File: config.mk
export PLATFORM = sky130hd
export DESIGN_NAME = flush_blk_ctrl
export DESIGN_NICKNAME = d
export VERILOG_FILES = /design/src/rtl/flush_blk_pkg.sv /design/src/rtl/flush_res_table.sv /design/src/rtl/flush_seq.sv /design/src/rtl/flush_blk_ctrl.sv
export SDC_FILE = /design/constraint.sdc
export NUM_CORES = 1
export LEC_CHECK = 0
export CAP_MARGIN = 20
export CORE_UTILIZATION = 55
export DETAILED_ROUTE_END_ITERATION = 12
export DONT_BUFFER_PORTS = 1
export GPL_ROUTABILITY_DRIVEN = 0
export MAX_ROUTING_LAYER = met4
export PLACE_DENSITY = 0.69
export REMOVE_ABC_BUFFERS = 1
export SYNTH_ARGS = -nofsm -noshare
export SYNTH_HDL_FRONTEND = slang
export SYNTH_SLANG_ARGS = --single-unit
File: constraint.sdc
create_clock -name clk -period 3.8 [get_ports clk]
set_clock_uncertainty 0.05 [all_clocks]
set_input_delay 0.57 -clock clk [delete_from_list [all_inputs] [get_ports clk]]
set_output_delay 0.57 -clock clk [all_outputs]
set_load 0.03 [all_outputs]
File: src/rtl/flush_blk_pkg.sv
package flush_blk_pkg;
  typedef enum logic [1:0] {
    STS_OK       = 2'd0,
    STS_REL_FREE = 2'd1,
    STS_BLK_BUSY = 2'd2,
    STS_UNB_FREE = 2'd3
  } sts_code_e;

  typedef enum logic [1:0] {
    S_IDLE  = 2'd0,
    S_FWD   = 2'd1,
    S_FLUSH = 2'd2
  } seq_state_e;
endpackage

File: src/rtl/flush_res_table.sv
module flush_res_table #(
  parameter int ADDR_W  = 40,
  parameter int NUM_RES = 4,
  localparam int IDX_W  = $clog2(NUM_RES)
) (
  input  logic              clk,
  input  logic              rst,
  input  logic              rel_en,
  input  logic [IDX_W-1:0]  rel_idx,
  input  logic              set_en,
  input  logic [IDX_W-1:0]  set_idx,
  input  logic [ADDR_W-1:0] set_addr,
  output logic [NUM_RES-1:0] occ,
  input  logic [ADDR_W-1:0] lk_addr,
  output logic              lk_hit
);
  logic [ADDR_W-1:0]  tag_q [NUM_RES];
  logic [NUM_RES-1:0] occ_q;
  logic [NUM_RES-1:0] hit_vec;

  always_ff @(posedge clk) begin
    if (rst) begin
      occ_q <= '0;
    end else begin
      if (rel_en) occ_q[rel_idx] <= 1'b0;
      if (set_en) occ_q[set_idx] <= 1'b1;
    end
  end

  always_ff @(posedge clk) begin
    if (set_en) tag_q[set_idx] <= set_addr;
  end

  for (genvar g = 0; g < NUM_RES; g++) begin : g_cmp
    assign hit_vec[g] = occ_q[g] && (tag_q[g] == lk_addr);
  end

  assign occ    = occ_q;
  assign lk_hit = |hit_vec;
endmodule

File: src/rtl/flush_seq.sv
module flush_seq
  import flush_blk_pkg::*;
#(
  parameter int ADDR_W  = 40,
  parameter int NUM_RES = 4,
  localparam int IDX_W  = $clog2(NUM_RES)
) (
  input  logic               clk,
  input  logic               rst,
  input  logic               cmd_valid,
  output logic               cmd_ready,
  input  logic [ADDR_W-1:0]  cmd_addr,
  input  logic [IDX_W-1:0]   cmd_idx,
  input  logic               cmd_release,
  input  logic               cmd_block,
  input  logic               cmd_keep,
  input  logic               cmd_fwd,
  input  logic               cmd_whole,
  input  logic               unb_valid,
  output logic               unb_ready,
  input  logic               unb_whole,
  input  logic [IDX_W-1:0]   unb_idx,
  output logic               fwd_req,
  input  logic               fwd_done,
  output logic               wb_req,
  output logic               wb_all,
  output logic               wb_inval,
  output logic [ADDR_W-1:0]  op_addr,
  input  logic               wb_done,
  input  logic [NUM_RES-1:0] occ,
  output logic               rel_en,
  output logic [IDX_W-1:0]   rel_idx,
  output logic               set_en,
  output logic [IDX_W-1:0]   set_idx,
  output logic [ADDR_W-1:0]  set_addr,
  output logic               cache_blk,
  output logic               sts_valid,
  output logic [1:0]         sts_code
);
  seq_state_e        state_q;
  logic [ADDR_W-1:0] addr_q;
  logic [IDX_W-1:0]  idx_q;
  logic              block_q, keep_q, whole_q, cblk_q;
  logic              sv_q;
  sts_code_e         sc_q;

  logic idle, cmd_fire, unb_fire, occ_sel, rel_err, blk_err;

  assign idle      = (state_q == S_IDLE);
  assign cmd_ready = idle;
  assign unb_ready = idle && !cmd_valid;
  assign cmd_fire  = cmd_valid && cmd_ready;
  assign unb_fire  = unb_valid && unb_ready;

  assign occ_sel = occ[cmd_idx];
  assign rel_err = !cmd_whole && cmd_release && !occ_sel;
  assign blk_err = !cmd_whole && cmd_block && occ_sel && !cmd_release;

  always_comb begin
    rel_en  = 1'b0;
    rel_idx = cmd_idx;
    if (cmd_fire) begin
      rel_en = !cmd_whole && cmd_release && occ_sel;
    end else if (unb_fire) begin
      rel_en  = !unb_whole && occ[unb_idx];
      rel_idx = unb_idx;
    end
  end

  assign set_en   = (state_q == S_FLUSH) && wb_done && block_q && !whole_q;
  assign set_idx  = idx_q;
  assign set_addr = addr_q;

  assign fwd_req   = (state_q == S_FWD);
  assign wb_req    = (state_q == S_FLUSH);
  assign wb_all    = whole_q;
  assign wb_inval  = whole_q || !keep_q;
  assign op_addr   = addr_q;
  assign cache_blk = cblk_q;
  assign sts_valid = sv_q;
  assign sts_code  = sc_q;

  always_ff @(posedge clk) begin
    if (rst) begin
      state_q <= S_IDLE;
      addr_q  <= '0;
      idx_q   <= '0;
      block_q <= 1'b0;
      keep_q  <= 1'b0;
      whole_q <= 1'b0;
      cblk_q  <= 1'b0;
      sv_q    <= 1'b0;
      sc_q    <= STS_OK;
    end else begin
      sv_q <= 1'b0;
      unique case (state_q)
        S_IDLE: begin
          if (cmd_fire) begin
            addr_q  <= cmd_whole ? '0 : cmd_addr;
            idx_q   <= cmd_idx;
            block_q <= cmd_block && !cmd_whole;
            keep_q  <= cmd_keep && !cmd_whole;
            whole_q <= cmd_whole;
            if (cmd_whole) begin
              state_q <= S_FLUSH;
            end else if (rel_err) begin
              sv_q <= 1'b1;
              sc_q <= STS_REL_FREE;
            end else if (blk_err) begin
              sv_q <= 1'b1;
              sc_q <= STS_BLK_BUSY;
            end else begin
              state_q <= cmd_fwd ? S_FWD : S_FLUSH;
            end
          end else if (unb_fire) begin
            sv_q <= 1'b1;
            if (unb_whole) begin
              sc_q   <= cblk_q ? STS_OK : STS_UNB_FREE;
              cblk_q <= 1'b0;
            end else begin
              sc_q <= occ[unb_idx] ? STS_OK : STS_UNB_FREE;
            end
          end
        end
        S_FWD: begin
          if (fwd_done) state_q <= S_FLUSH;
        end
        S_FLUSH: begin
          if (wb_done) begin
            state_q <= S_IDLE;
            sv_q    <= 1'b1;
            sc_q    <= STS_OK;
            if (whole_q) cblk_q <= 1'b1;
          end
        end
        default: state_q <= S_IDLE;
      endcase
    end
  end
endmodule

File: src/rtl/flush_blk_ctrl.sv
module flush_blk_ctrl #(
  parameter int ADDR_W  = 40,
  parameter int LO_W    = 32,
  parameter int NUM_RES = 4,
  localparam int HI_W   = ADDR_W - LO_W,
  localparam int IDX_W  = $clog2(NUM_RES)
) (
  input  logic              clk,
  input  logic              rst,
  input  logic              cmd_valid,
  output logic              cmd_ready,
  input  logic [LO_W-1:0]   cmd_addr_lo,
  input  logic [HI_W-1:0]   cmd_addr_hi,
  input  logic [IDX_W-1:0]  cmd_idx,
  input  logic              cmd_release,
  input  logic              cmd_block,
  input  logic              cmd_keep,
  input  logic              cmd_fwd,
  input  logic              cmd_whole,
  input  logic              unb_valid,
  output logic              unb_ready,
  input  logic              unb_whole,
  input  logic [IDX_W-1:0]  unb_idx,
  output logic              fwd_req,
  input  logic              fwd_done,
  output logic              wb_req,
  output logic              wb_all,
  output logic              wb_inval,
  output logic [ADDR_W-1:0] wb_addr,
  input  logic              wb_done,
  input  logic [ADDR_W-1:0] lk_addr,
  output logic              lk_blocked,
  output logic              sts_valid,
  output logic [1:0]        sts_code
);
  logic [NUM_RES-1:0] occ;
  logic               rel_en, set_en, lk_hit, cache_blk;
  logic [IDX_W-1:0]   rel_idx, set_idx;
  logic [ADDR_W-1:0]  set_addr;

  flush_seq #(.ADDR_W(ADDR_W), .NUM_RES(NUM_RES)) u_seq (
    .clk(clk), .rst(rst),
    .cmd_valid(cmd_valid), .cmd_ready(cmd_ready),
    .cmd_addr({cmd_addr_hi, cmd_addr_lo}), .cmd_idx(cmd_idx),
    .cmd_release(cmd_release), .cmd_block(cmd_block), .cmd_keep(cmd_keep),
    .cmd_fwd(cmd_fwd), .cmd_whole(cmd_whole),
    .unb_valid(unb_valid), .unb_ready(unb_ready),
    .unb_whole(unb_whole), .unb_idx(unb_idx),
    .fwd_req(fwd_req), .fwd_done(fwd_done),
    .wb_req(wb_req), .wb_all(wb_all), .wb_inval(wb_inval),
    .op_addr(wb_addr), .wb_done(wb_done),
    .occ(occ), .rel_en(rel_en), .rel_idx(rel_idx),
    .set_en(set_en), .set_idx(set_idx), .set_addr(set_addr),
    .cache_blk(cache_blk), .sts_valid(sts_valid), .sts_code(sts_code)
  );

  flush_res_table #(.ADDR_W(ADDR_W), .NUM_RES(NUM_RES)) u_tab (
    .clk(clk), .rst(rst),
    .rel_en(rel_en), .rel_idx(rel_idx),
    .set_en(set_en), .set_idx(set_idx), .set_addr(set_addr),
    .occ(occ), .lk_addr(lk_addr), .lk_hit(lk_hit)
  );

  assign lk_blocked = cache_blk || lk_hit;
endmodule

Word-level counts from Yosys, hierarchy flattened

Memories as Yosys holds them, arrays and structs flattened.
Index checks and enable logic that the tools add are counted.

Flip-flop bits (word level): 55
Bits in writable memories: 160
Output and inout bits: 50
Memories: 1

Memory list:

| name        | words | bits a word | rd ports | clocked after Yosys merged registers in | wr ports | line                  | source |
|---|---|---|---|---|---|---|---|
| u_tab.tag_q | 4     | 40          | 4        | 0                                       | 1        | flush_res_table.sv:17 | `logic [ADDR_W-1:0] tag_q [NUM_RES];` |

$lt $le $gt $ge: 6
Equal/unequal tests: 18
Mux-type cells: 48
Bitwise gates (word level): 3
Reductions and logical operators: 36

Operators by type and width:

| kind                                                                                | count |
|---|---|
| 40-bit equality test                                                                | 4 |
| 40-bit two-way mux                                                                  | 1 |
| 2-bit two-way mux                                                                   | 17 |
| 1-bit logical AND                                                                   | 20 |
| 1-bit two-way mux                                                                   | 19 |
| 2-bit by 3-bit less-than comparator with 1-bit output, second input constant        | 4 |
| 4-bit two-way mux                                                                   | 3 |
| 3-bit != test, second input constant                                                | 4 |
| 5-bit AND reduction                                                                 | 2 |
| 2-bit != test, second input constant                                                | 4 |
| 1-bit logical NOT                                                                   | 7 |
| 2-bit by 1-bit != test with 1-bit output, second input constant                     | 3 |
| 2-bit case mux with 3 select lines                                                  | 1 |
| 6-bit AND reduction                                                                 | 1 |
| 4-bit bitwise AND                                                                   | 1 |
| 1-bit binary-select mux with 2-bit select                                           | 2 |
| 1-bit demux with 2-bit select                                                       | 2 |
| 2-bit by 1-bit greater-or-equal comparator with 1-bit output, second input constant | 2 |
| 4-bit != test, second input constant                                                | 1 |
| 4-bit inverter                                                                      | 1 |
| 4-bit bitwise OR                                                                    | 1 |
| 1-bit case mux with 2 select lines                                                  | 2 |
| 2-bit case mux with 2 select lines                                                  | 1 |
| 4-bit OR reduction                                                                  | 1 |
| other kinds (6)                                                                     | 7 |

Depth between registers and ports, before layout

Depth after elaboration: 15
Mapped depth: 6
Depth with buffers taken out: 5

Hierarchy

From an unflattened synthesis, not the netlist that was laid out.

Cell total of the unflattened synthesis: 752
Area, all modules: 9456.6 sq um

By module, submodules not included:

| module          | times used | cells an instance | area an instance (sq um) |
|---|---|---|---|
| flush_res_table | 1          | 443               | 6896.6 |
| flush_seq       | 1          | 308               | 2553.7 |
| flush_blk_ctrl  | 1          | 1                 | 6.3 |

Least setup slack after synthesis

Ideal clock, no wire load.

Path type: flip-flop to flip-flop
Start point: register u_seq.state_q[1]
End point: memory u_tab.tag_q[0][0], enable pin
Library setup time: 0.394 ns
Data arrival time: 2.330 ns
Required time: 3.356 ns
Path slack: 1.026 ns
Cell stages (with the launch flop): 6
Path buffers: 1
Cells stage by stage: dfxtp_1 > nor2b_1 > clkbuf_1 > nand2_1 > or4_1 > inv_1

Cells in the longest elaborated chain, start to end: 6

Ends and longest elaborated chain:

| element                                 | line                  | source |
|---|---|---|
| start: declaration                      | flush_seq.sv:40       | `seq_state_e state_q;` |
| start signal: assignment                | flush_seq.sv:113      | `state_q <= cmd_fwd ? S_FWD : S_FLUSH;` |
| 2-bit equality test                     | n/a                   |  |
| net wb_req                              | flush_blk_ctrl.sv:26  | `output logic wb_req,` |
| 1-bit logical AND (3 in series)         | flush_seq.sv:70       | `assign set_en = (state_q == S_FLUSH) && wb_done && block_q && !whole_q;` |
| 1-bit two-way mux                       | flush_res_table.sv:31 | `if (set_en) tag_q[set_idx] <= set_addr;` |
| 1-bit two-way mux (not written as such) | flush_res_table.sv:31 |  |
| end: declaration                        | flush_res_table.sv:17 |  |

The timed path passes the listed nets, and every way through them passes these cells.

==> impl_metrics.json <==
{
  "synth_top_cell_by_area": "sky130_fd_sc_hd__edfxtp_1",
  "core.rowCount": 46,
  "netlist-cell-type-count": 42,
  "post_drt_via_cell_ratio": 5.769,
  "final_min_period_over_clock_period": 0.8255,
  "stdcell_count": 914,
  "maxCapViolCount": 0,
  "ys.flop_type": "sky130_fd_sc_hd__edfxtp_1",
  "drive_gt1_frac": 0.07020,
  "fp.coreArea_um2": 16000,
  "synth_area_leaders": "sky130_fd_sc_hd__edfxtp_1 (53%), sky130_fd_sc_hd__xnor2_1 (13%), sky130_fd_sc_hd__dfxtp_1 (12%)",
  "htree_num_levels": 1,
  "die_area_um2": 17000,
  "worstPathArrival_ps": 2520,
  "clock.fmax_ghz": 0.3188,
  "routed_wirelength_mm": 20.27,
  "power_density_nw_per_um2": 494.2,
  "detailedRoute.firstPassIterationCount": 4,
  "num_vias": 5273,
  "routedWlPerCell_um": 22.17,
  "antenna-diode-count": 0,
  "worst_skew_pair.late_latency_ps": 500,
  "status": "finished clean",
  "grt_pass1_vias": 5191,
  "grt_setup_unrepaired": "false",
  "hold_path.class": "input port to flip-flop",
  "place.detailed.hpwl_mm": 14.19,
  "synth-edff-count": 160,
  "ys_seq_elements": 215,
  "remaining_drc_errors": 0,
  "timing_hold_violations_final": 0,
  "stdcell_area_um2": 9921,
  "setup.worst_path.class": "flip-flop to output port",
  "worstMarginPinSlew_ps": 917.8,
  "cts_tree": "yes",
  "cts.path.max_buffers": 3,
  "power.leakage_nw": 3.235,
  "cts-buffers-inserted": 23,
  "final_nets": 777,
  "ios": 146,
  "die-height_um": 130.4,
  "grt_antenna_before_repair": 0,
  "setup.worst_path.start": "u_tab.tag_q[0][25]",
  "syn2layout_area_growth_pct": 9.471,
  "synth_top_area_frac": 0.5302,
  "syn-mean-instance-area_um2": 13.08,
  "final_cell_mix": "sky130_fd_sc_hd__edfxtp_1 (160), sky130_fd_sc_hd__xnor2_1 (136), sky130_fd_sc_hd__dfxtp_1 (55), sky130_fd_sc_hd__nand2_1 (53), sky130_fd_sc_hd__a21oi_1 (51)",
  "yosys_warnings": 0,
  "reg2reg_from": "u_seq.state_q[1]",
  "r2r_slack_ps": 1390,
  "mostFrequentLayoutCell": "sky130_fd_sc_hd__edfxtp_1",
  "grt_residual_overflow": 0,
  "placed_cells_incl_taps": 872,
  "r2r_end": "u_tab.tag_q[0][9]",
  "postRouteAntennaNets": 0,
  "timing.critical_path.fanout_max": 1,
  "numClockSinks": 215,
  "period_minus_slack_ps": 3137,
  "drtIter0Drc": 477,
  "post_cts.resized_instances": 0,
  "final_max_slew_viol_count": 0,
  "place.port_buffers": 0,
  "critPathCapture": "lk_blocked",
  "data_required_time_of_the_worst_path_ps": 3180,
  "post-cts-setup-buffer-count": 0,
  "vdd_ir_drop_max_uv": 324.2,
  "synth.yosys.seq_area_share": 0.6517,
  "hold_buffers": 0,
  "grt_max_degree": 57,
  "setup_viol": 0,
  "final.hold.worst_slack_ps": 82.20,
  "global_route.usage.total": 0.2512,
  "place_area_um2": 9225,
  "syn_inst": 693,
  "critPathLaunchType": "flip-flop",
  "cell_at_the_root_of_the_clock_tree": "sky130_fd_sc_hd__clkbuf_16",
  "ff2ff_path_depth": 6,
  "grt_pass1_wl_mm": 30.02,
  "post_synth_instance_area_um2": 9062,
  "floorplan.initialDensity": 0.5664,
  "ffs_w_async_s_r_synth": 0,
  "clk_transition_reported_paths_ps": 60,
  "critPathCaptureType": "output port",
  "slew-limit-headroom": 0.3834,
  "die_w_um": 130.4
}
report_power, final:
| part | internal [mW] | total, mW | switching, mW |
|---|---|---|---|
| logic | 0.104 | 0.219 | 0.115 |
| clock network | 1.19 | 2.06 | 0.872 |
| registers | 2.54 | 2.63 | 0.0854 |
through the flow:
step | TNS [ps] | util | power, mW | setup WS (ps)
after floorplan | -1008 | - | 2.825 | -307.7
after global placement | 0 | 0.5766 | 2.886 | 1011
after detailed placement | 0 | 0.5766 | 2.895 | 1029
after CTS | 0 | 0.6200 | 4.941 | 685.4
after global routing | 0 | 0.6200 | 5.057 | 514.5
final | 0 | 0.6200 | 4.903 | 663.0
critical path, stage by stage (launching register included):
cell                        delay [ps]
sky130_fd_sc_hd__edfxtp_1          380
sky130_fd_sc_hd__xor2_1            180
sky130_fd_sc_hd__a2111o_1          350
sky130_fd_sc_hd__a2111oi_0         500
sky130_fd_sc_hd__a41oi_1           220
sky130_fd_sc_hd__nand4_1           390
routing by layer:
layer / GRT usage / wire length [um] / up-vias
li1: - / - / 2460
met1: 0.3252 / 8563 / 2579
met2: 0.4036 / 9756 / 204
met3: 0.05576 / 1592 / 30
met4: 0.06288 / 354 / 0
met5: - / 0 / -
sequential cells by signal, summed over array words and instances (netlist names):
signal           cells
u_seq.block_q        1
u_seq.cache_blk      1
u_seq.keep_q         1
u_seq.op_addr       40
u_seq.set_idx        2
u_seq.state_q        2
u_seq.sts_code       2
u_seq.sts_valid      1
u_seq.wb_all         1
u_tab.occ            4
u_tab.tag_q        160
cells in the mapped netlist, types with 2 or more instances:
master	number
sky130_fd_sc_hd__a2111oi_0	2
sky130_fd_sc_hd__nor2b_1	7
sky130_fd_sc_hd__nor2_1	5
sky130_fd_sc_hd__nand2_1	54
sky130_fd_sc_hd__o221ai_1	3
sky130_fd_sc_hd__edfxtp_1	160
sky130_fd_sc_hd__clkbuf_1	40
sky130_fd_sc_hd__buf_2	5
sky130_fd_sc_hd__inv_1	20
sky130_fd_sc_hd__a22o_1	2
sky130_fd_sc_hd__nor4_1	8
sky130_fd_sc_hd__xnor2_1	136
sky130_fd_sc_hd__nor4b_1	2
sky130_fd_sc_hd__xor2_1	10
sky130_fd_sc_hd__nand3b_1	45
sky130_fd_sc_hd__nor3_1	6
sky130_fd_sc_hd__dfxtp_1	55
sky130_fd_sc_hd__a2111o_1	2
sky130_fd_sc_hd__o21ai_0	6
sky130_fd_sc_hd__mux2i_1	4
sky130_fd_sc_hd__mux4_2	2
sky130_fd_sc_hd__o22ai_1	2
sky130_fd_sc_hd__a21oi_1	51
sky130_fd_sc_hd__nand3_1	8
sky130_fd_sc_hd__nand4_1	32
sky130_fd_sc_hd__nand2b_1	10
cell families after synthesis:
logic type / share of synthesized area
flip-flops: 0.6517
AND/OR/NAND/NOR: 0.1161
XOR/XNOR: 0.1411
AO/OA/AOI/OAI: 0.05288
buffers and inverters: 0.02761
multiplexers: 0.01063
layout make-up:
class	instances	area [um2]
Clock buffer	35	650.6
Tap cell	216	270.3
Sequential cell	215	5906
Multi-Input combinational cell	413	2914
Clock inverter	7	45.04
Timing Repair Buffer	8	60.06
Inverter	20	75.07
Fill cell	1245	6080
how the worst min path moves through the flow:
stage | startpoint | endpoint | slack (ps) | depth (start not counted)
finish | rst | u_seq.op_addr[32] | 80 | 1
global placement | u_seq.block_q | u_seq.block_q | 380 | 2
detailed placement | u_seq.block_q | u_seq.block_q | 390 | 2
floorplan | u_seq.block_q | u_seq.block_q | 380 | 2
global route | rst | u_seq.op_addr[25] | 50 | 1
CTS | rst | u_seq.op_addr[25] | 60 | 1
Note: power is estimated with default switching activity, not from simulation.
